<file path="src/rtl/chainexp_pkg.sv">
package chainexp_pkg;

    // Number of token sides: index 0 is write, index 1 is read
    localparam int SIDES = 2;

    // Per-side stimulus seen by one token engine
    typedef struct packed {
        logic req;
        logic at_last;
        logic xin;
    } side_in_t;

    // Per-side registered state
    typedef struct packed {
        logic token;
        logic pulse;
    } side_st_t;

    // An incoming hand-over wins over a release on the same edge
    function automatic logic token_next(logic held, logic give_up, logic gain);
        return (held & ~give_up) | gain;
    endfunction

    // Which devices own both tokens coming out of reset
    function automatic logic owns_at_reset(logic lead_n, logic solo);
        return solo | ~lead_n;
    endfunction

endpackage

</file>
<file path="src/rtl/chainexp_token.sv">
module chainexp_token
    import chainexp_pkg::*;
(
    input  logic     clk,
    input  logic     rst,
    input  logic     solo,
    input  logic     lead_n,
    input  side_in_t sin,
    output side_st_t st
);

    logic fire;

    // Release happens on an accepted access at the last location
    assign fire = sin.req & st.token & sin.at_last;

    always_ff @(posedge clk) begin
        if (rst) begin
            st.token <= owns_at_reset(lead_n, solo);
            st.pulse <= 1'b0;
        end else if (solo) begin
            st.token <= 1'b1;
            st.pulse <= 1'b0;
        end else begin
            st.pulse <= fire;
            st.token <= token_next(st.token, fire, sin.xin);
        end
    end

endmodule

</file>
<file path="src/rtl/chainexp_fill.sv">
module chainexp_fill #(
    parameter int DEPTH = 256
) (
    input  logic clk,
    input  logic rst,
    input  logic wr_do,
    input  logic rd_do,
    output logic half
);

    localparam int CNT_W = $clog2(DEPTH + 1);
    localparam logic [CNT_W-1:0] FULL_CNT = CNT_W'(DEPTH);
    localparam logic [CNT_W-1:0] HALF_CNT = CNT_W'(DEPTH / 2);

    logic [CNT_W-1:0] count;

    always_ff @(posedge clk) begin
        if (rst) begin
            count <= '0;
        end else begin
            unique case ({wr_do, rd_do})
                2'b10:   if (count != FULL_CNT) count <= count + 1'b1;
                2'b01:   if (count != '0)       count <= count - 1'b1;
                default: count <= count;
            endcase
        end
    end

    assign half = (count > HALF_CNT);

endmodule

</file>
<file path="src/rtl/chainexp_ctrl.sv">
module chainexp_ctrl
    import chainexp_pkg::*;
#(
    parameter int DEPTH = 256
) (
    input  logic clk,
    input  logic rst,
    input  logic solo_mode,
    input  logic lead_n,
    input  logic wr_req,
    input  logic wr_at_last,
    input  logic wr_xin,
    input  logic rd_req,
    input  logic rd_at_last,
    input  logic rd_xin,
    output logic wr_allow,
    output logic rd_allow,
    output logic wr_xout_hf,
    output logic rd_xout
);

    side_in_t sin [SIDES];
    side_st_t st  [SIDES];
    logic     half;

    assign sin[0] = '{req: wr_req, at_last: wr_at_last, xin: wr_xin};
    assign sin[1] = '{req: rd_req, at_last: rd_at_last, xin: rd_xin};

    for (genvar g = 0; g < SIDES; g++) begin : g_side
        chainexp_token u_tok (
            .clk    (clk),
            .rst    (rst),
            .solo   (solo_mode),
            .lead_n (lead_n),
            .sin    (sin[g]),
            .st     (st[g])
        );
    end

    assign wr_allow = st[0].token;
    assign rd_allow = st[1].token;

    chainexp_fill #(.DEPTH(DEPTH)) u_fill (
        .clk   (clk),
        .rst   (rst),
        .wr_do (wr_req & wr_allow),
        .rd_do (rd_req & rd_allow),
        .half  (half)
    );

    // The shared pin carries half-full in solo mode, the write hand-over otherwise
    assign wr_xout_hf = solo_mode ? half : st[0].pulse;
    assign rd_xout    = st[1].pulse;

endmodule

</file>
<file path="config.mk">
export PLATFORM = sky130hd
export DESIGN_NAME = chainexp_ctrl
export DESIGN_NICKNAME = d
export VERILOG_FILES = /design/src/rtl/chainexp_pkg.sv /design/src/rtl/chainexp_token.sv /design/src/rtl/chainexp_fill.sv /design/src/rtl/chainexp_ctrl.sv
export SDC_FILE = /design/constraint.sdc
export NUM_CORES = 1
export LEC_CHECK = 0
export ABC_AREA = 0
export ABC_CLOCK_PERIOD_IN_PS = 2440
export BUFFER_PORTS_ARGS = -buffer_cell sky130_fd_sc_hd__buf_2
export CORE_UTILIZATION = 48
export CTS_BUF_LIST = sky130_fd_sc_hd__clkbuf_16
export DETAILED_ROUTE_END_ITERATION = 12
export PLACE_DENSITY = 0.72
export SETUP_SLACK_MARGIN = 0.2
export SLEW_MARGIN = 30
export SYNTH_ARGS = -nofsm -noshare
export SYNTH_HDL_FRONTEND = slang
export SYNTH_SLANG_ARGS = --single-unit
</file>
<file path="constraint.sdc">
create_clock -name clk -period 2.44 [get_ports clk]
set_clock_uncertainty 0.05 [all_clocks]
set_input_delay 0.244 -clock clk [delete_from_list [all_inputs] [get_ports clk]]
set_output_delay 0.244 -clock clk [all_outputs]
set_load 0.005 [all_outputs]
</file>
# Word-level counts from Yosys, hierarchy flattened
# Index checks and enable logic that the tools add are counted.
# W data, S select, Z words.
# word_totals
elab_cells	37
out_inout_bits	4
inputBits	10
regBits	13
# op_classes
order_cmp	1
addsub	2
n_reduce_logical	4
n_bitwise	12
mux	8
n_eq_ne	5
# ops
operator	count
$mux W9	2
$pmux W9 S2	1
$add A9 B1 Y9 const B	1
$gt A9 B8 Y1 const B	1
$ne A9 B9 Y1 const B	1
$reduce_bool A9 Y1	1
$sub A9 B1 Y9 const B	1
$mux W2	4
$and A1 B1 Y1	6
$ne A2 B1 Y1 const B	2
$not A1 Y1	3
$or A1 B1 Y1	3
$reduce_and A3 Y1	1
$eq A2 B1 Y1 const B	1
$eq A2 B2 Y1 const B	1
$reduce_bool A2 Y1	1
$reduce_or A2 Y1	1
$mux W1	1

# Depth between registers and ports, before layout
# depth
word_depth	7
depth_mapped	9
depth_no_buf	9

# Modules after synthesis
# A second synthesis with hierarchy kept.
# hier_totals
cells_unflattened	101
area_unflattened_um2	917.1
# modules_own_cells
mod	cells_per_inst	seq_area_each_um2	area_each_um2	n_inst
chainexp_fill	80	180.2	676.9	1
chainexp_token	9	40.0	106.4	2
chainexp_ctrl	3	0.0	27.5	1

# Worst setup path after synthesis
# No wires, ideal clock.
# synth_path
kind	register to register
start	register g_side[1].u_tok.st[1] (netlist name)
end	register u_fill.count[6]
synth_period_minus_slack_ps	2316
required_time_ps	2267
setup_ps	123
slack_ps	124
path_buffers	0
path_stages_with_launch	9
arrival_ps	2143
path_cell_list	dfxtp_1 > and2_2 > nand2_1 > xnor2_1 > ha_1 > nor3_1 > or4b_1 > a21oi_2 > mux2_1
# synth_between
elab_chain_len	4
elab_cells_between_ends	8
classes_between	eq/ne: 4; mux: 1; bitwise: 1; reduce/logical: 2
# synth_lines
item	line_no	source
$and A1 B1 Y1 (*)	chainexp_ctrl.sv:47	.rd_do (rd_req & rd_allow),
$eq A2 B1 Y1 or $eq A2 B2 Y1 (tied branches)	chainexp_fill.sv:21	unique case ({wr_do, rd_do})
$ne A2 B1 Y1 (no line) or $reduce_bool A2 Y1 (tied branches)	--	
$reduce_and A3 Y1 (no line)	--	
end signal, assigned	chainexp_fill.sv:22	2'b10: if (count != FULL_CNT) count <= count + 1'b1;
end signal, assigned	chainexp_fill.sv:23	2'b01: if (count != '0) count <= count - 1'b1;
end signal, assigned	chainexp_fill.sv:24	default: count <= count;
end, declared	chainexp_fill.sv:15	logic [CNT_W-1:0] count;
# Every way passes the cells marked *; elsewhere a longest branch is shown, timed or not.
# A chain may end at the register's enable or synchronous reset.

# Worst setup path in the final report
# layout_path
start	register g_side[1].u_tok.st[1] (netlist name)
end	register u_fill.count[6]
# layout_between
elab_chain_len	4
elab_cells_between_ends	8
classes_between	eq/ne: 4; mux: 1; bitwise: 1; reduce/logical: 2
# layout_lines
item	line_no
$and A1 B1 Y1 (*)	chainexp_ctrl.sv:47
$eq A2 B1 Y1 or $eq A2 B2 Y1 (tied branches)	chainexp_fill.sv:21
$ne A2 B1 Y1 (no line) or $reduce_bool A2 Y1 (tied branches)	--
$reduce_and A3 Y1 (no line)	--
# Marks and branches as above.

==> results.md <==
- Status: complete, no violations
- Iteration-0 DRC Markers: 43
- Placer Congestion: 0.822
- Final WL: 1890 µm
- GR Util All Layers: 21.5%
- Tmin final: between 2 and 2.5 ns
- Register area share after synthesis: 31.7%
- Filler cells: roughly 110
- Final setup viols: 0
- Hold Path Depth: 2
- Post-layout net count: 127
- Drt pass-1 iters: 4
- Leak: about 0.45 nW
- Mapped Area: 822 µm²
- I/O Buffers: 13
- CTS Buf Count: 3
- CTS tree: yes
- VDD IR max: approximately 0.67 mV
- Area share of the largest cell type after synthesis: about a third
- Final Cell Area: about 1100 µm²
- Syn nets: between 100 and 150
- Chip width: roughly 43 µm
- CP max FO: 4
- Period utilization: between 80 and 90%
- Crit path launch: g_side[1].u_tok.st[1]$_DFF_P_
- Initial core utilization: between 50% and 60%
- Critical Path RT: 2.52 ns
- Largest cells by area after synthesis: dfxtp_1, nand2_1, nor2b_1, a21oi_2, nor2_1
- Pwr dens: 956 nW/µm²
- Syn-to-layout area delta: 31.2%
- FF-to-FF path depth: 8
- # diodes: 0
- Primary FF master, synth: dfxtp_1
- Core Box Area: 1560 µm²
- Antenna violations before repair: 0
- Area leader, netlist: dfxtp_1
- CTS Sinks: 13
- CTS root buffer: clkbuf_16
- Seq cells post-synth: 13
- Worst-skew pair later-pin latency: 0.24 ns
- Avg WL per Cell: about 14 µm
- Final worst slack: 0.265 ns
- Total grt overflow: 0
- RSZ-0062 raised after global routing: false
- DRC violations left: 0
- Yosys warning count: 0
- First-pass GRT wire length: ~2900 µm
- Setup crit start kind: register
- Setup WS pre-CTS: slightly above 0.09 ns
- Synth Instances: 92
- Placed Area: 892 µm²
- Worst Tran Pin Value: roughly 0.64 ns
- Worst hold path startpoint: solo_mode
- Boundary Pins: 14
- Number of global-route vias before repair: 693
- Max-slew violations: 0
- Reg2reg start: g_side[1].u_tok.st[1]$_DFF_P_
- Critical path class: reg -> reg
- Via count: 755
- Clk buf depth: 2
- Worst min path class: in -> reg
- Worst hold slack: 0.204 ns
- Fmax: 460 MHz
- Netlist cell types: 39
- # Max-Cap Violations: 0
- Final Total Pwr: roughly 1.0 mW
- Layout cell share with drive strength beyond 1: 40.0%
- Endpoint type of the worst setup path: register
- H-tree level count: 1
- Slew headroom: 57.4%
- R2R Setup Slk: 0.27 ns
- Largest net degree at the start of global routing: 19
- Worst EP arrival: 2.25 ns
- Final Hold Fails: 0
- Most common cell in the netlist: dfxtp_1
- Syn_area_per_cell: 8.94 µm²
- Reg clk slew, reported paths: 0.05 ns
- Die area: 1880 µm²
- Post-DP HPWL: 1190 µm
- Post-synth ARST share: 0%
- Die Y: 43.4 µm
- Post-synth EDFFs: 0
- Setup TNS: 0 ns
- Row cnt: 14
- Routed Antenna Nets: 0
- Commonest cells in the netlist: dfxtp_1, nand2_1, nor2_1
- Via density: 5.76
==> repair_timing <==
item	CTS	global route
pin swaps	1	6
setup buffers	1	8
gates resized for setup	6	4
hold buffers	0	0
setup endpoints to repair	2	2
==> path summary, 6_finish.rpt <==
kind,end
hold reg to reg,g_side[0].u_tok.st[0]$_SDFF_PP0_
setup / recovery,u_fill.count[6]$_SDFFE_PP0P_
setup reg to reg,u_fill.count[6]$_SDFFE_PP0P_
hold / removal,g_side[1].u_tok.st[1]$_DFF_P_
==> stage by stage <==
stage | utilization, % | instances
after floorplan | - | 92
after global placement | 57.2 | 118
after detailed placement | 57.2 | 118
after CTS | 64.0 | 123
after global routing | 69.2 | 131
final | 69.2 | 131
==> worst max-delay path, cell delays in order, from the launching register on <==
cell     delay, ns
dfxtp_2       0.33
and2_4        0.17
nand2_4       0.06
xnor2_2       0.13
ha_2          0.21
nor3_4        0.14
or4b_4        0.50
a21oi_4       0.16
mux2_4        0.31
==> flip-flops by register name, indices dropped and copies added (netlist names) <==
signal / count
u_fill.count: 9
g_side.u_tok.st: 4
==> cells by family (layout without fill, tap and decap cells) <==
group                      Yosys count  after routing  share of synthesized area [%]
AOI/OAI and AO/OA                   21             21                           21.0
xor gates and xnor gates             4              4                           4.26
adders and majority gates            1              1                           1.52
buffers and inverters                4             27                           3.65
DFF                                 13             13                           31.7
muxes                                5              5                           7.61
and+or+nand+nor                     44             44                           30.3
==> routing by layer <==
| metal | global-route usage [%] | vias up | part of all wire [%] |
|---|---|---|---|
| met3 | 6.67 | 2 | 4.6 |
| met4 | 15.0 | 0 | 1.0 |
| met1 | 26.1 | 349 | 47 |
| li1 | - | 382 | - |
| met2 | 32.4 | 22 | 47 |
| met5 | 0 | - | 0 |
==> power breakdown <==
group / internal [mW] / switching [mW] / leakage [nW] / total (mW)
Combinational: 0.211 / 0.191 / 0.307 / 0.402
Clock: 0.216 / 0.0891 / 0.0423 / 0.305
Sequential: 0.253 / 0.0702 / 0.105 / 0.324
Total: 0.680 / 0.351 / 0.455 / 1.03
==> final cells by class <==
cell class,instances,area [µm²],area share (%)
multi-input cells,75,577,53.5
flip-flops and latches,13,263,24.4
repair buffers,23,140,13.0
clock buffers,3,75.1,6.96
well taps,16,20.0,1.86
clock inverters,1,3.75,0.348
==> cells in the final DEF, fill, tap and decap left out, types with 2 or more instances in the layout <==
cell type  instances
dfxtp_2            2
a21o_1             2
nand2_1           10
xnor2_1            2
nor2_1             9
nand4_1            3
o21a_1             2
buf_4             10
mux2_4             3
nor3_1             2
a21oi_2            3
a21oi_1            3
dfxtp_1           11
nor2b_1            6
a211o_1            2
clkbuf_16          3
buf_2             13
(Power assumes the default switching activity.)
